**src/rtl/alu8_pkg.sv**
```systemverilog
// Shared operation codes and flag bit positions for the 8-bit ALU.
package alu8_pkg;

    typedef enum logic [3:0] {
        OPC_ADD = 4'd0,
        OPC_ADC = 4'd1,
        OPC_SUB = 4'd2,
        OPC_SBC = 4'd3,
        OPC_AND = 4'd4,
        OPC_OR  = 4'd5,
        OPC_XOR = 4'd6,
        OPC_COM = 4'd7,
        OPC_NEG = 4'd8,
        OPC_INC = 4'd9,
        OPC_DEC = 4'd10
    } alu_op_e;

    localparam int FLG_C = 0;
    localparam int FLG_Z = 1;
    localparam int FLG_N = 2;
    localparam int FLG_V = 3;
    localparam int FLG_S = 4;
    localparam int FLG_H = 5;
    localparam int FLG_W = 6;

    typedef logic [FLG_W-1:0] flag_vec_t;

    // Write masks per operation class
    localparam flag_vec_t WE_ALL   = 6'b111111;
    localparam flag_vec_t WE_ZNVS  = 6'b011110;
    localparam flag_vec_t WE_CZNVS = 6'b011111;
    localparam flag_vec_t WE_NONE  = 6'b000000;

    // Logic unit function select
    typedef enum logic [1:0] {
        LF_AND = 2'd0,
        LF_OR  = 2'd1,
        LF_XOR = 2'd2,
        LF_NOT = 2'd3
    } logic_fn_e;

endpackage

```
**src/rtl/alu8_arith.sv**
```systemverilog
// Adder/subtractor with carry-in and carry, half-carry and overflow outputs.
// Assumes W >= 5 so that the half-carry bit (bit 3) exists.
// Flags are derived from the operands and the final result, so a carry-in
// is folded in without a separate carry chain.
module alu8_arith #(
    parameter int W = 8
) (
    input  logic [W-1:0] a,
    input  logic [W-1:0] b,
    input  logic         cin,
    input  logic         is_sub,
    output logic [W-1:0] r,
    output logic         c_out,
    output logic         h_out,
    output logic         v_out
);
    localparam int MSB  = W - 1;
    localparam int HBIT = 3;

    logic [W-1:0] cin_ext;
    logic [W-1:0] carry_vec;
    logic [W-1:0] borrow_vec;
    logic [W-1:0] ovf_add_vec;
    logic [W-1:0] ovf_sub_vec;

    assign cin_ext = {{(W-1){1'b0}}, cin};

    // Sum or difference, including the incoming carry/borrow
    always_comb begin
        if (is_sub) r = a - b - cin_ext;
        else        r = a + b + cin_ext;
    end

    // Per-bit carry and borrow out vectors from operands and result
    always_comb begin
        carry_vec   = (a & b) | (a & ~r) | (b & ~r);
        borrow_vec  = (~a & b) | (~a & r) | (r & b);
        ovf_add_vec = (a ^ r) & ~(a ^ b);
        ovf_sub_vec = (a ^ r) & (a ^ b);
    end

    // Select the flag taps for the active direction
    always_comb begin
        if (is_sub) begin
            c_out = borrow_vec[MSB];
            h_out = borrow_vec[HBIT];
            v_out = ovf_sub_vec[MSB];
        end else begin
            c_out = carry_vec[MSB];
            h_out = carry_vec[HBIT];
            v_out = ovf_add_vec[MSB];
        end
    end
endmodule

```
**src/rtl/alu8_logic.sv**
```systemverilog
// Bitwise unit: AND, OR, XOR or one's complement of the first operand.
module alu8_logic
    import alu8_pkg::*;
#(
    parameter int W = 8
) (
    input  logic [W-1:0] a,
    input  logic [W-1:0] b,
    input  logic_fn_e    fn,
    output logic [W-1:0] r
);
    // Select the bitwise function
    always_comb begin
        unique case (fn)
            LF_AND:  r = a & b;
            LF_OR:   r = a | b;
            LF_XOR:  r = a ^ b;
            default: r = ~a;
        endcase
    end
endmodule

```
**src/rtl/alu8_step.sv**
```systemverilog
// Increment/decrement by one. Overflow is flagged by matching the result
// against the single value that signals a signed wrap in each direction.
module alu8_step #(
    parameter int W = 8
) (
    input  logic [W-1:0] a,
    input  logic         down,
    output logic [W-1:0] r,
    output logic         v_out
);
    localparam logic [W-1:0] ONE      = {{(W-1){1'b0}}, 1'b1};
    localparam logic [W-1:0] MOST_NEG = {1'b1, {(W-1){1'b0}}};
    localparam logic [W-1:0] MOST_POS = {1'b0, {(W-1){1'b1}}};

    // Step the value and detect signed wrap
    always_comb begin
        if (down) begin
            r     = a - ONE;
            v_out = (r == MOST_POS);
        end else begin
            r     = a + ONE;
            v_out = (r == MOST_NEG);
        end
    end
endmodule

```
**src/rtl/alu8_flagmux.sv**
```systemverilog
// Picks the result and builds the flag candidates and write mask per
// operation. Assumes the arith, logic and step units already see the
// operands the top module steered to them.
module alu8_flagmux
    import alu8_pkg::*;
#(
    parameter int W = 8
) (
    input  logic [3:0]   op_code,
    input  logic [W-1:0] a,
    input  logic [W-1:0] arith_r,
    input  logic         arith_c,
    input  logic         arith_h,
    input  logic         arith_v,
    input  logic [W-1:0] logic_r,
    input  logic [W-1:0] step_r,
    input  logic         step_v,
    input  logic         z_prev,
    output logic [W-1:0] res,
    output flag_vec_t    flags,
    output flag_vec_t    we
);
    localparam int MSB = W - 1;

    logic c_f, z_f, v_f, h_f, n_f;
    logic res_zero;

    assign res_zero = (res == '0);
    assign n_f      = res[MSB];

    // Route result, carry, half carry, overflow and mask by operation
    always_comb begin
        res = a;
        c_f = 1'b0;
        h_f = 1'b0;
        v_f = 1'b0;
        we  = WE_NONE;
        case (op_code)
            OPC_ADD, OPC_ADC, OPC_SUB, OPC_SBC, OPC_NEG: begin
                res = arith_r;
                c_f = arith_c;
                h_f = arith_h;
                v_f = arith_v;
                we  = WE_ALL;
            end
            OPC_AND, OPC_OR, OPC_XOR: begin
                res = logic_r;
                we  = WE_ZNVS;
            end
            OPC_COM: begin
                res = logic_r;
                c_f = 1'b1;
                we  = WE_CZNVS;
            end
            OPC_INC, OPC_DEC: begin
                res = step_r;
                v_f = step_v;
                we  = WE_ZNVS;
            end
            default: begin
                res = a;
                we  = WE_NONE;
            end
        endcase
    end

    // Zero flag: sticky for subtract with carry, plain otherwise
    always_comb begin
        if (op_code == OPC_SBC) z_f = res_zero & z_prev;
        else                    z_f = res_zero;
    end

    // Pack the flag vector
    always_comb begin
        flags        = '0;
        flags[FLG_C] = c_f;
        flags[FLG_Z] = z_f;
        flags[FLG_N] = n_f;
        flags[FLG_V] = v_f;
        flags[FLG_S] = n_f ^ v_f;
        flags[FLG_H] = h_f;
    end
endmodule

```
**src/rtl/alu8_core.sv**
```systemverilog
// Top of the 8-bit ALU. Steers operands to the arithmetic, logic and step
// units, forms result and flag candidates combinationally, and keeps a
// status register that takes only the masked flags when exec_en is high.
// Assumes op_sel and operands are stable around the rising edge.
module alu8_core
    import alu8_pkg::*;
#(
    parameter int W = 8
) (
    input  logic         clk,
    input  logic         rst_n,
    input  logic         exec_en,
    input  logic [3:0]   op_sel,
    input  logic         use_imm,
    input  logic [W-1:0] opnd_a,
    input  logic [W-1:0] reg_b,
    input  logic [W-1:0] imm_b,
    output logic [W-1:0] result,
    output logic [5:0]   flags_next,
    output logic [5:0]   flag_we,
    output logic [5:0]   status
);
    logic [W-1:0] b_sel;
    logic [W-1:0] ar_a, ar_b, ar_r, lg_r, st_r;
    logic         ar_cin, ar_sub, ar_c, ar_h, ar_v, st_v;
    logic_fn_e    lg_fn;
    flag_vec_t    fl_cand, fl_we;
    flag_vec_t    status_q;

    assign b_sel = use_imm ? imm_b : reg_b;

    // Steer operands, carry-in and direction into the adder/subtractor
    always_comb begin
        ar_a   = opnd_a;
        ar_b   = b_sel;
        ar_cin = 1'b0;
        ar_sub = 1'b0;
        case (op_sel)
            OPC_ADC: ar_cin = status_q[FLG_C];
            OPC_SUB: ar_sub = 1'b1;
            OPC_SBC: begin
                ar_sub = 1'b1;
                ar_cin = status_q[FLG_C];
            end
            OPC_NEG: begin
                ar_a   = '0;
                ar_b   = opnd_a;
                ar_sub = 1'b1;
            end
            default: ;
        endcase
    end

    // Map the operation code to a bitwise function
    always_comb begin
        case (op_sel)
            OPC_AND: lg_fn = LF_AND;
            OPC_OR:  lg_fn = LF_OR;
            OPC_XOR: lg_fn = LF_XOR;
            default: lg_fn = LF_NOT;
        endcase
    end

    alu8_arith #(.W(W)) u_arith (
        .a      (ar_a),
        .b      (ar_b),
        .cin    (ar_cin),
        .is_sub (ar_sub),
        .r      (ar_r),
        .c_out  (ar_c),
        .h_out  (ar_h),
        .v_out  (ar_v)
    );

    alu8_logic #(.W(W)) u_logic (
        .a  (opnd_a),
        .b  (b_sel),
        .fn (lg_fn),
        .r  (lg_r)
    );

    alu8_step #(.W(W)) u_step (
        .a     (opnd_a),
        .down  (op_sel == OPC_DEC),
        .r     (st_r),
        .v_out (st_v)
    );

    alu8_flagmux #(.W(W)) u_fmux (
        .op_code (op_sel),
        .a       (opnd_a),
        .arith_r (ar_r),
        .arith_c (ar_c),
        .arith_h (ar_h),
        .arith_v (ar_v),
        .logic_r (lg_r),
        .step_r  (st_r),
        .step_v  (st_v),
        .z_prev  (status_q[FLG_Z]),
        .res     (result),
        .flags   (fl_cand),
        .we      (fl_we)
    );

    // Status register: masked per-flag update, synchronous active-low reset
    always_ff @(posedge clk) begin
        if (!rst_n)       status_q <= '0;
        else if (exec_en) status_q <= (status_q & ~fl_we) | (fl_cand & fl_we);
    end

    assign flags_next = fl_cand;
    assign flag_we    = fl_we;
    assign status     = status_q;
endmodule

```
**config.mk**
```make
export PLATFORM = sky130hd
export DESIGN_NAME = alu8_core
export DESIGN_NICKNAME = d
export VERILOG_FILES = /design/src/rtl/alu8_pkg.sv /design/src/rtl/alu8_arith.sv /design/src/rtl/alu8_logic.sv /design/src/rtl/alu8_step.sv /design/src/rtl/alu8_flagmux.sv /design/src/rtl/alu8_core.sv
export SDC_FILE = /design/constraint.sdc
export NUM_CORES = 1
export LEC_CHECK = 0
export BUFFER_PORTS_ARGS = -buffer_cell sky130_fd_sc_hd__buf_2
export CAP_MARGIN = 10
export CELL_PAD_IN_SITES_DETAIL_PLACEMENT = 0
export CELL_PAD_IN_SITES_GLOBAL_PLACEMENT = 1
export CORE_ASPECT_RATIO = 0.75
export CORE_MARGIN = 5
export CORE_UTILIZATION = 41
export DETAILED_ROUTE_END_ITERATION = 10
export PLACE_DENSITY_LB_ADDON = 0.1
export SLEW_MARGIN = 20
export SYNTH_ARGS = -nofsm -noshare
export SYNTH_HDL_FRONTEND = slang
export SYNTH_SLANG_ARGS = --single-unit
```
**constraint.sdc**
```tcl
create_clock -name clk -period 5.1 [get_ports clk]
set_input_delay 0.255 -clock clk [delete_from_list [all_inputs] [get_ports clk]]
set_output_delay 0.255 -clock clk [all_outputs]
set_load 0.01 [all_outputs]
```
==> qor.yml, run 1 <==
synthesis:
  synth_ff_type: "dfxtp_1"
  avgSynthCellArea_um2: 7.09
  ys_ff_latch: 6
  yosysMostFrequentCell: "ha_1"
  seq_area_frac_synth: 0.0412
  yosys.area.top_type: "ha_1"
  yosysUniqueCellTypes: 78
  netlist_area_um2: 2910
  synth-edff-count: 0
  synth_area_leaders: "ha_1 18%, mux2i_1 5.2%, nor2_1 5.0%"
  ys_top_cells_by_count: "41 x ha_1, 39 x nor2_1, 38 x nand2_1"
  synth_top_area_share: 0.176
  ys_warn_count: 0
  async_flop_share: 0
  synth_cells: 411
  synth_fp_nets: 488
floorplan:
  ios: 58
  start_util: 0.425
  coreArea_um2: 6860
  die_x_um: 107
  die_area_um2: 8910
  die_y_um: 83.0
  fp-row-count: 26
grt:
  grt_util_all_layers: 0.197
  busiest_layer: "met1"
  antenna_found_initial: 0
  met1_usage: 0.307
  met2_usage: 0.298
  grt.overflow.total: 0
  grt_max_degree: 35
  grt_pass1_wl_mm: 14.5
  grt_pass1_vias: 2769
  use_met3: 0.0155
finish:
  area_growth_pct: 11.8
  layout.cells.non_filler: 544
  nets: 525
  final_layout_size_suffix_gt1_frac: 0.200
  fin_area_um2: 3260
  diodes: 0
  nFillCells: 721
setup_path:
  startpoint_type: "input port"
  cp_slowest_stage_delay_ns: 0.54
  cp-end-kind: "primary output"
  crit_cells: 15
  cp_cell_sequence: "buf_2 -> or4b_1 -> buf_4 -> nand2_1 -> a21boi_0 -> inv_1 -> fa_1 -> o21a_1 -> or3_1 -> a32oi_1 -> o211ai_1 -> or4b_1 -> or4_4 -> nor2_1 -> buf_2"
  r2r_slack_ns: 1.06
  crit_buf_inv: 4
  cp.required_ns: 4.85
  crit_type: "input port to primary output"
  slowest_stage: "or4b_1"
  reg2reg_depth: 12
  cp_max_fo: 19
  cpLargestDelayFamily: "simple AND/OR/NAND/NOR gates"
  cp.arrival_ns: 4.35
timing:
  fin_hold_ws_ns: 0.289
  min_period_over_period: 0.903
  setup_violations: 0
  timing.slew.headroom: 0.287
  finalMaxSlewViolations: 0
  max_freq_mhz: 217
  fin_skew_ns: 0.00165
  tightest_slew_ns: 1.06
  hold_viol: 0
  period_needed_ns: 4.60
  rsz0062_at_grt: "false"
  fin_tns_setup_ns: 0
job:
  cap_violations: 0
pwr:
  peakVddDrop_mv: 0.0950
  p_int_mw: 0.263
  power_density_nw_per_um2: 160
  pwr-share-clk: 0.139
  p_seq_frac: 0.100
  p_sw_mw: 0.257
  p_sw_frac: 0.494
  combPwrFrac: 0.761
  p_leak_nw: 1.50
clock_tree:
  h-tree-depth: 1
  clock_latency_ns: 0.23
  numCtsBuffers: 3
  postCtsSetupRepairBufs: 0
  cts_tree: "yes"
  postCtsHoldBufs: 0
  cts.repair.resized: 0
  clkSlewWorstSetupHoldPaths_ns: 0.04
  cts_sinks: 6
  cts.path.max_buffers: 2
  cts_root_buf: "clkbuf_8"
place:
  port_buffers: 57
  place_congestion: 0.933
  place_area_um2: 3220
  place_inst: 541
  dp_hpwl_mm: 7.42
worst_hold_path:
  hold_depth: 2
  hp-class: "input port to flip-flop"
  min_from: "exec_en"
status:
  outcome: "complete, no violations"
route:
  ant_nets: 0
  vias: 3065
  drt-total-wl_mm: 8.99
  via_per_inst: 5.63
  initialDrtViolationCount: 286
  dr.pass1.iters: 5
  wl_per_cell_um: 16.5
  route.detailed.drc: 0
[worst max path at each step]
| stage | slack, ns | to | from |
|---|---|---|---|
| floorplan | 0.61 | flags_next[4] | op_sel[0] |
| global placement | 0.58 | flags_next[1] | op_sel[2] |
| detailed placement | 0.52 | flags_next[1] | op_sel[2] |
| CTS | 0.49 | flags_next[1] | op_sel[2] |
| global route | 0.22 | flags_next[1] | op_sel[2] |
| finish | 0.50 | flags_next[1] | op_sel[2] |
[power by group through the flow]
stage / registers (mW) / logic [mW] / clock network [mW]
2_1_floorplan: 0.0538 / 0.287 / 0
3_3_place_gp: 0.0528 / 0.393 / 0
3_5_place_dp: 0.0528 / 0.394 / 0
4_1_cts: 0.0521 / 0.396 / 0.0741
5_1_grt: 0.0524 / 0.443 / 0.0746
6_report: 0.0521 / 0.395 / 0.0722
[logic make-up (layout without fill, tap and decap cells)]
family	Yosys count	after routing	synth area share
compound gates	111	111	0.274
xor+xnor	13	13	0.0391
fa+ha+maj	46	46	0.207
buf+inv	76	111	0.112
flops	6	6	0.0412
mux	20	20	0.0824
simple gates	139	139	0.243
[metal layers]
layer / vias up / share of wire
met4: 0 / 0.0051
met5: - / 0
met2: 129 / 0.42
met1: 1392 / 0.49
met3: 4 / 0.083
li1: 1540 / -
[stage by stage]
stage | utilization | power, mW | worst slack (ns)
floorplan | - | 0.341 | 0.606
global placement | 0.468 | 0.445 | 0.578
detailed placement | 0.468 | 0.447 | 0.521
CTS | 0.474 | 0.522 | 0.494
global route | 0.474 | 0.570 | 0.225
finish | 0.474 | 0.520 | 0.497
[cell type report]
class                      count  area (um2)  share of cell area
multi-input combinational    329        2470               0.757
tap                           98         123              0.0376
inverter                      43         161              0.0496
timing repair buffer          65         345               0.106
sequential                     6         120              0.0369
clock buffer                   3        41.3              0.0127
[layout by cell type, fill, tap and decap left out, drive strengths merged, types with 5 or more instances in the layout]
master,Yosys,final
ha,41,41
nand2b,7,7
a211oi,5,5
or2,5,5
nand2,38,38
nor2,39,39
nand3,6,6
o211ai,10,10
xnor2,10,10
dfxtp,6,6
nor3,10,10
or3,5,5
o21ai,21,21
a21oi,24,24
inv,41,41
buf,19,65
mux2i,15,15
Power figures use the tool's default switching activity.
==> run 2: changes to the inputs <==
--- a/config.mk
+++ b/config.mk
@@ -14,6 +14,7 @@
 export CORE_UTILIZATION = 41
 export DETAILED_ROUTE_END_ITERATION = 10
 export PLACE_DENSITY_LB_ADDON = 0.1
+export RECOVER_POWER = 50
 export SLEW_MARGIN = 20
 export SYNTH_ARGS = -nofsm -noshare
 export SYNTH_HDL_FRONTEND = slang
==> run 2 against run 1 <==
The run now ends with capacitance limit, slew limit left. Cell area decreased by 0.50%. Routed wire length increased by 0.60%. Sequential power about the same. Non-clock buffer count unchanged. First-iteration DRC count decreased by 9.8%. Critical path type unchanged. Critical endpoint unchanged.
==> qor.yml, run 2 (same netlist as run 1, synthesis figures left out) <==
clock_tree:
  h-tree-depth: 1  # unchanged
  postCtsSetupRepairBufs: 0  # unchanged
  cts_root_buf: "clkbuf_8"
  cts_tree: "yes"
  clkSlewWorstSetupHoldPaths_ns: 0.04  # about the same
  cts.path.max_buffers: 2  # unchanged
  cts.repair.resized: 0  # unchanged
  numCtsBuffers: 3  # unchanged
  postCtsHoldBufs: 0  # unchanged
  clock_latency_ns: 0.23  # about the same
  cts_sinks: 6  # unchanged
route:
  via_per_inst: 5.65  # +0.29%
  route.detailed.drc: 0  # unchanged
  ant_nets: 0  # unchanged
  vias: 3074  # +0.29%
  drt-total-wl_mm: 9.05  # +0.60%
  dr.pass1.iters: 5  # unchanged
  initialDrtViolationCount: 258  # -9.8%
  wl_per_cell_um: 16.6  # +0.60%
worst_hold_path:
  hp-class: "input port to flip-flop"
pwr:
  pwr-share-clk: 0.139  # about the same
  p_sw_mw: 0.257  # +0.23%
  p_int_mw: 0.261  # -0.70%
  peakVddDrop_mv: 0.0946  # -0.44%
  power_density_nw_per_um2: 160  # +0.26%
  p_seq_frac: 0.101  # about the same
  combPwrFrac: 0.761  # about the same
  p_leak_nw: 1.46  # -2.7%
  p_sw_frac: 0.496  # +0.00234
finish:
  diodes: 0  # unchanged
  mostFrequentLayoutCells: "47 x buf_2, 41 x ha_1, 39 x nor2_1"
  final_layout_size_suffix_gt1_frac: 0.173  # -0.0269
  nets: 525  # unchanged
  nFillCells: 722  # +0.14%
  fin_area_um2: 3240  # -0.50%
  area_growth_pct: 11.2
  layout.cells.non_filler: 544  # unchanged
  layout_commonest_cell: "buf_2"
place:
  place_inst: 541  # unchanged
  place_congestion: 0.933  # unchanged
  dp_hpwl_mm: 7.42  # unchanged
  port_buffers: 57  # unchanged
  place_area_um2: 3220  # unchanged
timing:
  setup_violations: 0  # unchanged
  rsz0062_at_grt: "false"
  fin_hold_ws_ns: 0.285  # -0.00387 ns
  timing.slew.headroom: -0.00257  # -0.289
  period_needed_ns: 4.60  # -0.00556 ns
  tightest_slew_ns: 1.50  # +0.448 ns
  hold_viol: 0  # unchanged
  finalMaxSlewViolations: 34  # +34
  fin_skew_ns: 0.000664  # -0.000987 ns
  min_period_over_period: 0.901  # -0.00109
  fin_tns_setup_ns: 0  # unchanged
  max_freq_mhz: 218  # +0.12%
setup_path:
  cp.arrival_ns: 4.34  # about the same
  r2r_slack_ns: 1.07  # about the same
  cp.required_ns: 4.85  # about the same
  crit_type: "input port to primary output"
  cp_max_fo: 19  # unchanged
  cp-end-kind: "primary output"
  startpoint_type: "input port"
status:
  violations: "capacitance limit, slew limit"
  outcome: "finished with violations"
grt:
  grt_pass1_vias: 2769  # unchanged
  grt_util_all_layers: 0.197  # unchanged
  grt_pass1_wl_mm: 14.5  # unchanged
  grt_max_degree: 35  # unchanged
  antenna_found_initial: 0  # unchanged
  grt.overflow.total: 0  # unchanged
floorplan:
  coreArea_um2: 6860  # unchanged
  die_area_um2: 8910  # unchanged
  die_y_um: 83.0  # unchanged
  fp-row-count: 26  # unchanged
  die_x_um: 107  # unchanged
  start_util: 0.425  # unchanged
  ios: 58  # unchanged
job:
  cap_violations: 1  # +1
-- run 2: critical path: stages --
cell	delay (ns)
buf_2	0.10
or4b_1	0.54
buf_4	0.23
nand2_1	0.07
a21boi_0	0.39
inv_1	0.15
fa_1	0.47
o21a_1	0.23
or3_1	0.31
a32oi_1	0.26
o211ai_1	0.13
or4b_1	0.54
or4_4	0.45
nor2_1	0.09
buf_2	0.13
-- run 2: path summary, 6_finish.rpt --
kind              from             to  depth (start not counted)
min reg2reg  flip-flop      flip-flop                          2
min            exec_en      flip-flop                          2
max reg2reg  flip-flop      flip-flop                         12
max          op_sel[2]  flags_next[1]                         15
-- run 2: cell type report --
class	instances	area (um2)	share of cell area
multi-input cells	329	2470	0.761
repair buffers	65	329	0.102
inverters	43	161	0.0498
well taps	98	123	0.0378
flip-flops and latches	6	120	0.0371
clock buffers	3	41.3	0.0127
-- run 2: per-stage QoR --
step / worst slack, ns / power (mW) / utilization
floorplan: 0.606 / 0.341 / -
global placement: 0.578 / 0.445 / 0.468
detailed placement: 0.521 / 0.447 / 0.468
CTS: 0.494 / 0.522 / 0.474
global route: 0.222 / 0.568 / 0.472
finish: 0.503 / 0.518 / 0.472
-- run 2: per-layer routing --
layer  part of all wire  global-route usage  wire length [um]  vias to the layer above
met5                  0                   0                 0                        -
met4             0.0076              0.0275                69                        0
met3              0.079              0.0155               719                        8
met2               0.42               0.298              3780                      126
met1               0.50               0.307              4480                     1394
li1                   -                   -                 -                     1546
-- run 2: power groups by stage --
| stage | combinational [mW] | sequential [mW] | clock (mW) |
|---|---|---|---|
| 2_1_floorplan | 0.287 | 0.0538 | 0 |
| 3_5_place_dp | 0.394 | 0.0528 | 0 |
| 6_report | 0.394 | 0.0521 | 0.0720 |
| 3_3_place_gp | 0.393 | 0.0528 | 0 |
| 4_1_cts | 0.396 | 0.0521 | 0.0741 |
| 5_1_grt | 0.441 | 0.0525 | 0.0746 |
